==> config.mk <==
export PLATFORM = sky130hd
export DESIGN_NAME = pcm_frame_packer
export DESIGN_NICKNAME = d
export VERILOG_FILES = /design/src/rtl/pcm_pack_pkg.sv /design/src/rtl/pcm_cfg_regs.sv /design/src/rtl/pcm_word_buf.sv /design/src/rtl/pcm_fill_ctrl.sv /design/src/rtl/pcm_unpacker.sv /design/src/rtl/pcm_frame_packer.sv
export SDC_FILE = /design/constraint.sdc
export NUM_CORES = 1
export LEC_CHECK = 0
export BUFFER_PORTS_ARGS = -buffer_cell sky130_fd_sc_hd__buf_2
export CAP_MARGIN = 40
export CORE_AREA = 2 2 140 211
export CTS_CLUSTER_SIZE = 40
export DETAILED_ROUTE_END_ITERATION = 7
export DIE_AREA = 0 0 142 213
export GPL_ROUTABILITY_DRIVEN = 0
export GPL_TIMING_DRIVEN = 0
export PLACE_DENSITY_LB_ADDON = 0.3
export SLEW_MARGIN = 15
export SYNTH_ARGS = -nofsm -noshare
export SYNTH_HDL_FRONTEND = slang
export SYNTH_SLANG_ARGS = --single-unit
==> constraint.sdc <==
create_clock -name clk -period 12.3 [get_ports clk]
set_clock_uncertainty 0.15 [all_clocks]
set_input_delay 1.845 -clock clk [delete_from_list [all_inputs] [get_ports clk]]
set_output_delay 1.845 -clock clk [all_outputs]
set_load 0.05 [all_outputs]
==> src/rtl/pcm_pack_pkg.sv <==
package pcm_pack_pkg;

  localparam int WORD_W = 32;
  localparam int WORD_BYTES = WORD_W / 8;

  typedef enum logic [1:0] {
    SZ_8  = 2'd0,
    SZ_16 = 2'd1,
    SZ_32 = 2'd2
  } smp_size_e;

  typedef enum logic [1:0] {
    FR_1 = 2'd0,
    FR_2 = 2'd1,
    FR_4 = 2'd2
  } frame_len_e;

  function automatic smp_size_e decode_size(input logic [3:0] code);
    case (code)
      4'd1:    return SZ_16;
      4'd2:    return SZ_32;
      default: return SZ_8;
    endcase
  endfunction

  function automatic frame_len_e decode_frame(input logic [3:0] code);
    case (code)
      4'd1:    return FR_2;
      4'd2:    return FR_4;
      default: return FR_1;
    endcase
  endfunction

  // index of the last sample lane inside one buffered word
  function automatic logic [1:0] last_lane(input smp_size_e sz);
    case (sz)
      SZ_8:    return 2'd3;
      SZ_16:   return 2'd1;
      default: return 2'd0;
    endcase
  endfunction

  // index of the last sample inside one frame
  function automatic logic [1:0] last_slot(input frame_len_e fl);
    case (fl)
      FR_2:    return 2'd1;
      FR_4:    return 2'd3;
      default: return 2'd0;
    endcase
  endfunction

endpackage

==> src/rtl/pcm_cfg_regs.sv <==
module pcm_cfg_regs
  import pcm_pack_pkg::*;
#(
  parameter int CAP_BYTES = 32
) (
  input  logic        clk,
  input  logic        rst_n,
  input  logic        cfg_we,
  input  logic        cfg_sel,
  input  logic [31:0] cfg_wdata,
  output smp_size_e   size_q,
  output frame_len_e  frame_q,
  output logic [15:0] limit_q,
  output logic [15:0] thresh_q,
  output logic        restart
);

  localparam logic [15:0] LIMIT_RST  = 16'(CAP_BYTES);
  localparam logic [15:0] THRESH_RST = 16'(CAP_BYTES / 2);

  assign restart = cfg_we && !cfg_sel;

  always_ff @(posedge clk) begin
    if (!rst_n) begin
      size_q   <= SZ_8;
      frame_q  <= FR_1;
      limit_q  <= LIMIT_RST;
      thresh_q <= THRESH_RST;
    end else if (cfg_we) begin
      if (!cfg_sel) begin
        size_q  <= decode_size(cfg_wdata[3:0]);
        frame_q <= decode_frame(cfg_wdata[7:4]);
      end else begin
        limit_q  <= cfg_wdata[31:16];
        thresh_q <= cfg_wdata[15:0];
      end
    end
  end

  // the decoders never produce the unused fourth code
  p_size_legal_r5: assert property (@(posedge clk) disable iff (!rst_n)
    size_q != smp_size_e'(2'd3));
  p_frame_legal_r5: assert property (@(posedge clk) disable iff (!rst_n)
    frame_q != frame_len_e'(2'd3));

endmodule

==> src/rtl/pcm_word_buf.sv <==
module pcm_word_buf #(
  parameter int DATA_W = 32,
  parameter int DEPTH  = 8
) (
  input  logic              clk,
  input  logic              rst_n,
  input  logic              push,
  input  logic [DATA_W-1:0] push_data,
  input  logic              pop,
  output logic [DATA_W-1:0] head,
  output logic              not_empty,
  output logic [$clog2(DEPTH):0] count
);

  localparam int AW = $clog2(DEPTH);

  logic [DATA_W-1:0] mem [DEPTH];
  logic [AW-1:0]     wr_ptr, rd_ptr;

  assign head      = mem[rd_ptr];
  assign not_empty = (count != '0);

  function automatic logic [AW-1:0] bump(input logic [AW-1:0] p);
    return (p == AW'(DEPTH - 1)) ? '0 : p + 1'b1;
  endfunction

  always_ff @(posedge clk) begin
    if (push) mem[wr_ptr] <= push_data;
  end

  always_ff @(posedge clk) begin
    if (!rst_n) begin
      wr_ptr <= '0;
      rd_ptr <= '0;
      count  <= '0;
    end else begin
      if (push) wr_ptr <= bump(wr_ptr);
      if (pop)  rd_ptr <= bump(rd_ptr);
      case ({push, pop})
        2'b10:   count <= count + 1'b1;
        2'b01:   count <= count - 1'b1;
        default: count <= count;
      endcase
    end
  end

  p_no_overflow_r6: assert property (@(posedge clk) disable iff (!rst_n)
    push |-> (count < ($clog2(DEPTH)+1)'(DEPTH)));
  p_no_underflow_r8: assert property (@(posedge clk) disable iff (!rst_n)
    pop |-> not_empty);

endmodule

==> src/rtl/pcm_fill_ctrl.sv <==
module pcm_fill_ctrl #(
  parameter int DEPTH = 8
) (
  input  logic                   clk,
  input  logic                   rst_n,
  input  logic [$clog2(DEPTH):0] count,
  input  logic [15:0]            limit_q,
  input  logic [15:0]            thresh_q,
  input  logic                   push,
  output logic                   room,
  output logic                   fill_req
);

  localparam int          CAP_BYTES = DEPTH * 4;
  localparam logic [16:0] CAP_B     = 17'(CAP_BYTES);

  logic [16:0] occ_bytes;
  logic [16:0] limit_eff;

  assign occ_bytes = 17'(count) << 2;
  assign limit_eff = ({1'b0, limit_q} < CAP_B) ? {1'b0, limit_q} : CAP_B;
  assign room      = (occ_bytes + 17'd4) <= limit_eff;
  assign fill_req  = room && (occ_bytes <= {1'b0, thresh_q});

  p_push_within_limit_r6: assert property (@(posedge clk) disable iff (!rst_n)
    push |=> (occ_bytes <= $past(limit_eff)));
  p_req_has_room_r7: assert property (@(posedge clk) disable iff (!rst_n)
    fill_req |-> (count < ($clog2(DEPTH)+1)'(DEPTH)));

endmodule

==> src/rtl/pcm_unpacker.sv <==
module pcm_unpacker
  import pcm_pack_pkg::*;
(
  input  logic              clk,
  input  logic              rst_n,
  input  smp_size_e         size_q,
  input  frame_len_e        frame_q,
  input  logic              restart,
  input  logic              word_avail,
  input  logic [WORD_W-1:0] word_data,
  output logic              word_pop,
  output logic              smp_valid,
  input  logic              smp_ready,
  output logic [WORD_W-1:0] smp_data,
  output logic              smp_frame_start,
  output logic [1:0]        smp_word_idx
);

  logic [WORD_W-1:0] hold_q;
  logic              hold_v;
  logic [1:0]        lane_q;
  logic [1:0]        slot_q;
  logic              take, lane_end, consume;

  logic [7:0]  lane8  [WORD_BYTES];
  logic [15:0] lane16 [WORD_BYTES/2];

  for (genvar g = 0; g < WORD_BYTES; g++) begin : g_b8
    assign lane8[g] = hold_q[8*g +: 8];
  end
  for (genvar g = 0; g < WORD_BYTES/2; g++) begin : g_b16
    assign lane16[g] = hold_q[16*g +: 16];
  end

  always_comb begin
    case (size_q)
      SZ_8:    smp_data = {24'b0, lane8[lane_q]};
      SZ_16:   smp_data = {16'b0, lane16[lane_q[0]]};
      default: smp_data = hold_q;
    endcase
  end

  assign smp_valid       = hold_v;
  assign smp_word_idx    = slot_q;
  assign smp_frame_start = (slot_q == 2'd0);
  assign take            = smp_valid && smp_ready;
  assign lane_end        = (lane_q == last_lane(size_q));
  assign consume         = take && lane_end;
  assign word_pop        = word_avail && (!hold_v || consume);

  always_ff @(posedge clk) begin
    if (!rst_n) begin
      hold_q <= '0;
      hold_v <= 1'b0;
    end else if (word_pop) begin
      hold_q <= word_data;
      hold_v <= 1'b1;
    end else if (consume) begin
      hold_v <= 1'b0;
    end
  end

  always_ff @(posedge clk) begin
    if (!rst_n || restart) begin
      lane_q <= '0;
      slot_q <= '0;
    end else if (take) begin
      lane_q <= lane_end ? 2'd0 : lane_q + 2'd1;
      slot_q <= (slot_q == last_slot(frame_q)) ? 2'd0 : slot_q + 2'd1;
    end
  end

  p_hold_stable_r8: assert property (@(posedge clk) disable iff (!rst_n)
    (smp_valid && !smp_ready && !restart) |=>
      (smp_valid && $stable(smp_data) && $stable(smp_word_idx)));
  p_idx_in_frame_r3: assert property (@(posedge clk) disable iff (!rst_n)
    smp_valid |-> (smp_word_idx <= last_slot(frame_q)));
  p_idx_wrap_r3: assert property (@(posedge clk) disable iff (!rst_n)
    (take && !restart && smp_word_idx == last_slot(frame_q)) |=> smp_frame_start);
  p_restart_r9: assert property (@(posedge clk) disable iff (!rst_n)
    restart |=> (smp_word_idx == 2'd0));

endmodule

==> src/rtl/pcm_frame_packer.sv <==
module pcm_frame_packer
  import pcm_pack_pkg::*;
#(
  parameter int DEPTH      = 8,
  parameter int CHAN_INDEX = 0
) (
  input  logic        clk,
  input  logic        rst_n,
  input  logic        cfg_we,
  input  logic        cfg_sel,
  input  logic [31:0] cfg_wdata,
  input  logic        wr_valid,
  output logic        wr_ready,
  input  logic [31:0] wr_data,
  output logic        fill_req,
  output logic        smp_valid,
  input  logic        smp_ready,
  output logic [31:0] smp_data,
  output logic        smp_frame_start,
  output logic [1:0]  smp_word_idx,
  output logic        chan_is_rx
);

  localparam int CAP_BYTES = DEPTH * WORD_BYTES;
  localparam int CW        = $clog2(DEPTH) + 1;

  smp_size_e   size_q;
  frame_len_e  frame_q;
  logic [15:0] limit_q, thresh_q;
  logic        restart;
  logic        push, pop, avail, room;
  logic [WORD_W-1:0] head;
  logic [CW-1:0]     count;

  if (CHAN_INDEX % 2 == 0) begin : g_tx
    assign chan_is_rx = 1'b0;
  end else begin : g_rx
    assign chan_is_rx = 1'b1;
  end

  assign wr_ready = room;
  assign push     = wr_valid && room;

  pcm_cfg_regs #(.CAP_BYTES(CAP_BYTES)) u_cfg (
    .clk(clk), .rst_n(rst_n), .cfg_we(cfg_we), .cfg_sel(cfg_sel),
    .cfg_wdata(cfg_wdata), .size_q(size_q), .frame_q(frame_q),
    .limit_q(limit_q), .thresh_q(thresh_q), .restart(restart)
  );

  pcm_word_buf #(.DATA_W(WORD_W), .DEPTH(DEPTH)) u_buf (
    .clk(clk), .rst_n(rst_n), .push(push), .push_data(wr_data),
    .pop(pop), .head(head), .not_empty(avail), .count(count)
  );

  pcm_fill_ctrl #(.DEPTH(DEPTH)) u_fill (
    .clk(clk), .rst_n(rst_n), .count(count), .limit_q(limit_q),
    .thresh_q(thresh_q), .push(push), .room(room), .fill_req(fill_req)
  );

  pcm_unpacker u_unp (
    .clk(clk), .rst_n(rst_n), .size_q(size_q), .frame_q(frame_q),
    .restart(restart), .word_avail(avail), .word_data(head),
    .word_pop(pop), .smp_valid(smp_valid), .smp_ready(smp_ready),
    .smp_data(smp_data), .smp_frame_start(smp_frame_start),
    .smp_word_idx(smp_word_idx)
  );

  p_reset_idle_r1: assert property (@(posedge clk)
    $rose(rst_n) |-> (!smp_valid && fill_req));

endmodule

==> qor.yml, run 1 <==
timing:
  rsz0062_at_grt: "no"
  hold_viol: 0
  worst_pin_slew_ns: 0.864
  worst_hold_slack_ns: 0.304
  period_minus_slack_ns: 5.31
  fmax_mhz: 188
  finalCritPeriodShare_pct: 43.2
  finalMaxSlewViolations: 0
  max_slew_margin_pct: 42.4
  tns_ns: 0
  setup_viol: 0
setup_path:
  cp_max_fo: 9
  reg2reg_depth: 15
  cp_slowest_stage_delay_ns: 0.48
  crit_required_ns: 10.30
  crit_chain: "nor4_1 > and3_1 > nand2_1 > ha_1 > and4_1 > a21o_1 > o22a_1 > clkbuf_1 > buf_6 > a31oi_1 > buf_2"
  critPathLaunch: "u_cfg.limit_q[12]"
  crit_type: "reg -> out"
  arrival_ns: 3.32
  crit_buf_inv: 3
  rr_startpoint: "u_cfg.limit_q[12]"
  crit_end: "fill_req"
  cp_num_cells: 11
  endpoint_kind: "output port"
  cp_top_family: "simple AND/OR/NAND/NOR gates"
  timing.reg2reg.setup_slack_ns: 7.75
  rr_endpoint: "u_buf.mem[6][21]"
  crit_slowest_cell: "nor4_1"
  critPathLaunchType: "flip-flop"
place:
  place_area_um2: 15100
  io_buffers: 107
  hpwl_um: 23000
routing:
  vias: 8155
  wl_per_cell_um: 21.6
  vias_per_cell: 5.69
  drtIter0Drc: 561
  ant_nets: 0
  wirelength_um: 31000
  route.detailed.drc: 0
  drt_first_pass_iters: 5
yosys:
  yosys_most_used_dff: "edfxtp_1"
  syn_nets: 972
  synth_edf_count: 256
  ys_seq_elements: 339
  synthTopCellsByCount: "edfxtp_1 (256), dfxtp_1 (83), nand2_1 (83)"
  yosysSeqAreaShare_pct: 68.0
  ys_warn_count: 0
  async_reset_ff_share_pct: 0
  yosys.area.top_type: "edfxtp_1"
  avgSynthCellArea_um2: 15.6
  synthDistinctLibCells: 51
  netlist_instances: 881
  synth.cell_area_um2: 13700
  synth_top_area_share_pct: 55.9
  synth_most_common_cell: "edfxtp_1"
  synth.area.top_cells: "edfxtp_1 (56%), dfxtp_1 (12%), mux4_2 (10%)"
clocking:
  post-cts-setup-buffers: 0
  clock-sinks: 339
  htree_levels: 1
  postCtsHoldBufs: 0
  path_clk_slew_ns: 0.07
  cts_tree: "built"
  clkLatencyLatePin_ns: 0.57
  ctsResizeCount: 0
  cts_buffers: 31
  cts_buffer_depth: 3
  cts_root_buf: "clkbuf_16"
floorplanning:
  fp.dieW_um: 142
  ios: 109
  die_y_um: 213
  rows: 76
  start_util_pct: 48.3
  die_area_um2: 30200
  core_area_um2: 28400
grt:
  grt_usage_pct: 20.8
  grt_max_degree: 16
  grt_pass1_vias: 8506
  grt_pass1_wl_um: 47800
  grt_antenna_before_repair: 3
  grt_overflow: 0
power_and_ir_drop:
  power_w: 0.00299
  power.density_nw_per_um2: 187
  vdd_drop_max_mv: 0.111
  power_leakage_nw: 5.59
hold_path:
  holdPathStages: 2
  min_path_type: "reg -> reg"
finish:
  fin_nets: 1151
  drive_above_1_share_pct: 26.9
  design_area_um2: 16000
  area.growth.synth_to_final_pct: 16.6
  utilization_pct: 56.4
  insertedDiodeCount: 0
outcome:
  status: "complete, no violations"
job:
  drv_cap: 0
[registers in the layout, indices dropped and copies added (netlist names)]
signal	cells
u_unp.hold_q	32
u_cfg.thresh_q	16
u_buf.mem	256
u_cfg.limit_q	16
u_buf.count	4
u_buf.rd_ptr	3
u_cfg.size_q	2
u_buf.wr_ptr	3
u_unp.lane_q	2
u_unp.smp_word_idx	2
u_unp.smp_valid	1
u_cfg.frame_q	2
[how the worst min path moves through the flow]
stage                       from           endpoint  slack [ns]
2_1_floorplan  u_cfg.thresh_q[8]  u_cfg.thresh_q[8]        0.28
3_3_place_gp   u_cfg.thresh_q[7]  u_cfg.thresh_q[7]        0.29
3_5_place_dp   u_cfg.limit_q[11]  u_cfg.limit_q[11]        0.30
4_1_cts        u_cfg.limit_q[11]  u_cfg.limit_q[11]        0.31
5_1_grt        u_cfg.limit_q[13]  u_cfg.limit_q[13]        0.32
6_report       u_cfg.limit_q[11]  u_cfg.limit_q[11]        0.30
[report_power, final]
group,switching [W],internal (W)
Sequential,0.0000697,0.00134
Clock,0.000403,0.000502
Combinational,0.000402,0.000282
[routing by layer]
layer / global-route usage [%] / vias up / share of wire [%]
li1: - / 3806 / -
met1: 24.3 / 4079 / 39
met2: 39.2 / 216 / 54
met3: 3.18 / 50 / 4.7
met4: 6.17 / 4 / 2.4
met5: 0 / - / 0.077
[cells by family (layout without fill, tap and decap cells)]
kind of cell,Yosys count,count (layout),share of synthesized area [%]
AND/OR/NAND/NOR,162,162,5.72
AO/OA/AOI/OAI,173,173,8.15
adder cells (fa/ha/maj),21,21,1.97
other,2,2,0.0546
buffers and inverters,75,276,2.40
multiplexers,102,102,13.3
flip-flops,339,339,68.0
XOR/XNOR,7,7,0.446
[layout by cell type, fill, tap and decap left out, drive strengths merged, types with 38 or more instances in the layout]
master,count
nand2,83
mux4,64
edfxtp,256
dfxtp,83
a21oi,72
mux2i,38
buf,174
clkbuf,64
a211oi,41
[worst register-to-register path: cells and delay by family (launching register included)]
family	cells	cell delay, ns
buffers and inverters	7	1.46
AND/OR/NAND/NOR	5	1.70
AO/OA/AOI/OAI	2	0.37
flip-flops	1	0.31
adder cells (fa/ha/maj)	1	0.28
[area by class of cell]
type                    instances  area (um2)
well taps                     351         439
clock buffers                  35         791
fillers                      2248       12400
inverters                      18        67.6
plain buffers                  57         263
multi-input cells             467        4130
clock inverters                20         155
flip-flops and latches        339        9350
repair buffers                146         826
[stage by stage]
step / cells / worst slack [ns]
4_1_cts: 1432 / 6.71
3_5_place_dp: 1377 / 7.31
6_report: 1433 / 6.99
5_1_grt: 1433 / 6.74
2_1_floorplan: 881 / 6.23
3_3_place_gp: 1339 / 2.56
Power figures use the tool's default switching activity.
==> run 2: changes to the inputs <==
clock period = 4.7 ns   (was 12.3 ns; I/O delays follow)
==> qor.yml, run 2 (synthesis gave the netlist of run 1 again) <==
setup_path:
  critPathLaunchType: "flip-flop"
  crit_type: "reg -> reg"
  crit_path_frequent_cell: "buf_2"
  crit_slowest_cell: "nor4b_4"
  rr_endpoint: "u_buf.mem[6][21]"
  cp_max_fo: 9  # unchanged
  crit_required_ns: 4.83  # -5.47 ns
  crit_buf_inv: 7  # +4
  cp_slowest_stage_delay_ns: 0.48  # about the same
  endpoint_kind: "flip-flop"
  reg2reg_depth: 15  # unchanged
  crit_chain: "nor4_1 > and3_1 > nand2_1 > ha_1 > and4_1 > a21o_1 > o22a_1 > clkbuf_1 > buf_6 > nor4b_4 > buf_4 > buf_2 > buf_2 > buf_2 > buf_4"
  arrival_ns: 4.43  # +1.11 ns
  rr_startpoint: "u_cfg.limit_q[5]"
  timing.reg2reg.setup_slack_ns: 0.39  # -7.36 ns
  cp_top_family: "simple AND/OR/NAND/NOR gates"
place:
  hpwl_um: 23000  # unchanged
  dp_slack_ns: -0.0864  # -7.40 ns
  io_buffers: 107  # unchanged
floorplanning:
  rows: 76  # unchanged
  fp.dieW_um: 142  # unchanged
  die_y_um: 213  # unchanged
  ios: 109  # unchanged
  die_area_um2: 30200  # unchanged
  core_area_um2: 28400  # unchanged
  start_util_pct: 48.3  # unchanged
clocking:
  clkLatencyLatePin_ns: 0.57  # about the same
  post-cts-setup-buffers: 0  # unchanged
  postCtsHoldBufs: 0  # unchanged
  ctsResizeCount: 1  # +1
  clock-sinks: 339  # unchanged
  cts_tree: "built"
  htree_levels: 1  # unchanged
  path_clk_slew_ns: 0.06  # about the same
  cts_buffer_depth: 3  # unchanged
  cts_buffers: 31  # unchanged
  cts_root_buf: "clkbuf_16"
power_and_ir_drop:
  power_leakage_nw: 5.60  # about the same
  vdd_drop_max_mv: 0.290  # +160%
  power.density_nw_per_um2: 489  # +160%
finish:
  fin_nets: 1151  # unchanged
  top_register: "u_buf.mem"
  drive_above_1_share_pct: 27.0  # +0.092 points
  insertedDiodeCount: 0  # unchanged
  final_common_cell: "edfxtp_1"
  area.growth.synth_to_final_pct: 16.7
  largest_reg_flops: 256  # unchanged
  largestRegisters: "u_buf.mem: 256 flops, u_unp.hold_q: 32 flops"
  mostFrequentLayoutCells: "edfxtp_1 (256), buf_2 (138), nand2_1 (83), dfxtp_1 (83), a21oi_1 (72)"
routing:
  drtIter0Drc: 545  # -2.9%
  wirelength_met1_um: 12100  # +0.27%
  wl_per_cell_um: 21.8  # +0.64%
  wl_met3_um: 1500  # +2.6%
  route.met2.wl_um: 16800  # +0.67%
  drt_first_pass_iters: 5  # unchanged
  ant_nets: 0  # unchanged
  route.detailed.drc: 0  # unchanged
  wirelength_um: 31200  # +0.64%
  vias_per_cell: 5.68  # -0.16%
  top_layer: "met5"
  vias: 8142  # -0.16%
grt:
  grt_max_degree: 16  # unchanged
  grt_pass1_wl_um: 47800  # about the same
  grt_overflow: 0  # unchanged
  grt_pass1_vias: 8506  # unchanged
  grt_antenna_before_repair: 3  # unchanged
  grt_usage_pct: 20.8  # about the same
timing:
  period_minus_slack_ns: 4.31
  worst_pin_slew_ns: 0.863  # -0.000974 ns
  finalMaxSlewViolations: 0  # unchanged
  hold_viol: 0  # unchanged
  worst_hold_slack_ns: 0.212  # -0.0918 ns
  layout_setup_ws_ns: 0.395  # -6.60 ns
  setup_viol: 0  # unchanged
  max_slew_margin_pct: 42.5  # +0.065 points
  fmax_mhz: 232
  finalCritPeriodShare_pct: 91.6
  rsz0062_at_grt: "no"
hold_path:
  min-delay-start: "cfg_wdata[21]"
  hold_path_end: "u_cfg.limit_q[5]"
  min_path_type: "in -> reg"
  holdPathStages: 3  # +1
job:
  drv_cap: 0  # unchanged
outcome:
  status: "complete, no violations"
[run 2: cell type report]
cell class / instances / area (um2)
tap: 351 / 439
multi-input combinational: 467 / 4160
inverter: 18 / 67.6
sequential: 339 / 9350
buffer: 57 / 263
clock inverter: 20 / 155
clock buffer: 35 / 791
fill: 2244 / 12400
timing repair buffer: 146 / 826
[run 2: power by group]
| group | internal (W) | leakage [nW] | switching, W |
|---|---|---|---|
| clock network | 0.00131 | 0.463 | 0.00106 |
| registers | 0.00349 | 3.01 | 0.000184 |
| logic | 0.000739 | 2.13 | 0.00105 |
[run 2: worst max-delay path by stage]
stage | from | endpoint | slack [ns] | cells after the start
after floorplan | u_cfg.limit_q[12] | u_buf.mem[5][0] | -1.27 | 9
after global placement | u_cfg.limit_q[12] | u_buf.mem[6][18] | -5.04 | 9
after detailed placement | u_cfg.limit_q[12] | u_buf.mem[6][18] | -0.09 | 14
after CTS | u_cfg.limit_q[12] | u_buf.mem[4][18] | 0.08 | 14
after global routing | u_cfg.limit_q[5] | u_buf.mem[6][21] | 0.11 | 15
final | u_cfg.limit_q[5] | u_buf.mem[6][21] | 0.39 | 15
[run 2: through the flow]
stage               power, W  TNS (ns)  util [%]  area (um2)  std cells
floorplan            0.00496   -229.81         -       13700        881
global placement     0.00548  -1085.69      51.8       14700       1339
detailed placement   0.00554    -0.516      53.0       15100       1377
CTS                  0.00790         0      56.3       16000       1432
global route         0.00820         0      56.4       16000       1433
finish               0.00784         0      56.4       16000       1433
[run 2: tightest hold or removal path, stage by stage]
cell and delay [ns]:
buf_2 0.07, nand2_1 0.04, nand3_1 0.07
[run 2: layer usage]
metal | up-vias | GRT usage (%)
li1 | 3800 | -
met1 | 4071 | 24.3
met2 | 213 | 39.2
met3 | 54 | 3.18
met4 | 4 | 6.17
met5 | - | 0
==> run 3: changes to the inputs <==
clock period = 4.35 ns   (was 4.7 ns; I/O delays follow)
==> qor.yml, run 3 (synthesis gave the netlist of run 1 again) <==
grt:
  grt_pass1_wl_um: 47400  # -0.81%
  grt_max_degree: 16  # unchanged
  grt_overflow: 0  # unchanged
  grt_usage_pct: 20.9  # +0.064 points
  grt_pass1_vias: 8270  # -2.8%
  grt_antenna_before_repair: 2  # -1
setup_path:
  endpoint_kind: "output port"
  reg2reg_depth: 12  # -3
  cp_max_fo: 6  # -3
  crit_required_ns: 3.55  # -1.28 ns
  arrival_ns: 3.31  # -1.12 ns
  critPathLaunch: "u_cfg.limit_q[5]"
  critPathLaunchType: "flip-flop"
  rr_startpoint: "u_cfg.limit_q[5]"
  crit_type: "reg -> out"
timing:
  worst_hold_slack_ns: 0.156  # -0.0563 ns
  tns_ns: 0  # unchanged
  period_minus_slack_ns: 4.11
  max_slew_margin_pct: 42.0  # -0.51 points
  rsz0062_at_grt: "no"
  worst_pin_slew_ns: 0.864  # +0.00107 ns
  finalMaxSlewViolations: 0  # unchanged
  fmax_mhz: 243
  setup_viol: 0  # unchanged
  hold_viol: 0  # unchanged
  finalCritPeriodShare_pct: 94.4
floorplanning:
  die_area_um2: 30200  # unchanged
  core_area_um2: 28400  # unchanged
  die_y_um: 213  # unchanged
  start_util_pct: 48.3  # unchanged
  rows: 76  # unchanged
  fp.dieW_um: 142  # unchanged
  ios: 109  # unchanged
routing:
  wl_per_cell_um: 21.9  # +0.78%
  drt_first_pass_iters: 7  # +2
  vias_per_cell: 5.73  # +0.87%
  wirelength_um: 31200  # +0.15%
  drtIter0Drc: 610  # +12%
  ant_nets: 0  # unchanged
  vias: 8161  # +0.23%
  route.detailed.drc: 0  # unchanged
finish:
  largestRegisters: "u_buf.mem: 256 flops, u_unp.hold_q: 32 flops"
  seqCellArea_um2: 9350  # unchanged
  design_area_um2: 16100  # +0.58%
  n_fill_cell: 2180  # -2.9%
  mostFrequentLayoutCells: "edfxtp_1 (256), buf_2 (125), nand2_1 (83), dfxtp_1 (83), a21oi_1 (72)"
  multi_input_area_um2: 4190  # +0.72%
  drive_above_1_share_pct: 26.3  # -0.68 points
  final_common_cell: "edfxtp_1"
  area.growth.synth_to_final_pct: 17.4
  largest_reg_flops: 256  # unchanged
  top_register: "u_buf.mem"
  fin_nets: 1143  # -0.70%
outcome:
  status: "complete, no violations"
hold_path:
  holdPathStages: 3  # unchanged
  min-delay-start: "cfg_wdata[21]"
  min_path_type: "in -> reg"
place:
  hpwl_um: 22800  # -0.92%
  place_area_um2: 15200  # +0.81%
  io_buffers: 107  # unchanged
clocking:
  clkLatencyLatePin_ns: 0.56  # about the same
  cts_tree: "built"
  cts_buffer_depth: 3  # unchanged
  path_clk_slew_ns: 0.06  # about the same
  cts_root_buf: "clkbuf_16"
  postCtsHoldBufs: 0  # unchanged
  clock-sinks: 339  # unchanged
  htree_levels: 1  # unchanged
  cts_buffers: 30  # -3.2%
job:
  drv_cap: 0  # unchanged
power_and_ir_drop:
  power_leakage_nw: 5.58  # -0.35%
  power.density_nw_per_um2: 524  # +7.3%
  vdd_drop_max_mv: 0.303  # +4.3%
  power_w: 0.00846  # +7.9%
-- run 3: changes by cell type in the layout (fill, tap and decap cells not counted), sizes merged --
cell,previous run,this run
buf,174,167
clkinv,14,13
diode,0,1
inv,20,18
-- run 3: routing by layer --
layer | part of all wire, % | global-route usage [%] | vias up
li1 | - | - | 3806
met1 | 39 | 25.1 | 4053
met2 | 52 | 37.7 | 244
met3 | 5.2 | 3.18 | 56
met4 | 3.4 | 7.93 | 2
met5 | 0.042 | 0 | -
-- run 3: final cells by class --
type | instances | area share [%]
clock buffer | 35 | 4.90
inverter | 18 | 0.419
antenna | 1 | 0.0155
sequential | 339 | 57.9
clock inverter | 17 | 0.806
multi-input combinational | 467 | 25.9
tap | 351 | 2.72
buffer | 57 | 1.63
timing repair buffer | 139 | 5.64
-- run 3: timing repair --
action,4_1_cts,5_1_grt
buffers inserted,0,3
endpoints found under the hold margin,0,0
gates resized for setup,0,1
endpoints found under the setup margin,0,13
-- run 3: where the power goes --
| part | switching [W] | leakage [nW] | internal (W) | total [W] |
|---|---|---|---|---|
| Combinational | 0.00116 | 2.12 | 0.000824 | 0.00198 |
| Sequential | 0.000198 | 3.01 | 0.00378 | 0.00397 |
| Clock | 0.00110 | 0.450 | 0.00140 | 0.00251 |
| Total | 0.00246 | 5.58 | 0.00600 | 0.00846 |
-- run 3: critical path, stage by stage, from the launching register on --
cell and delay (ns):
dfxtp_1 0.33, nor4_1 0.35, and3_1 0.29, nand2_1 0.08, ha_1 0.28, and4_1 0.22, a21o_1 0.20, o22a_1 0.17
clkbuf_1 0.30, a31oi_1 0.23, buf_2 0.28
-- run 3: worst paths after layout --
kind                                         end  slack [ns]
worst min register to register  u_cfg.limit_q[7]        0.30
worst max register to register  u_buf.mem[5][31]        0.27
worst max-delay path                    fill_req        0.24
worst min-delay path            u_cfg.limit_q[5]        0.16
-- run 3: stage by stage --
stage	util (%)	std cells	setup slack, ns
after global routing	56.8	1423	0.0266
final	56.8	1424	0.242
after floorplan	-	881	-0.206
after detailed placement	53.4	1368	0.167
after CTS	56.6	1420	0.163
after global placement	51.9	1339	-2.54
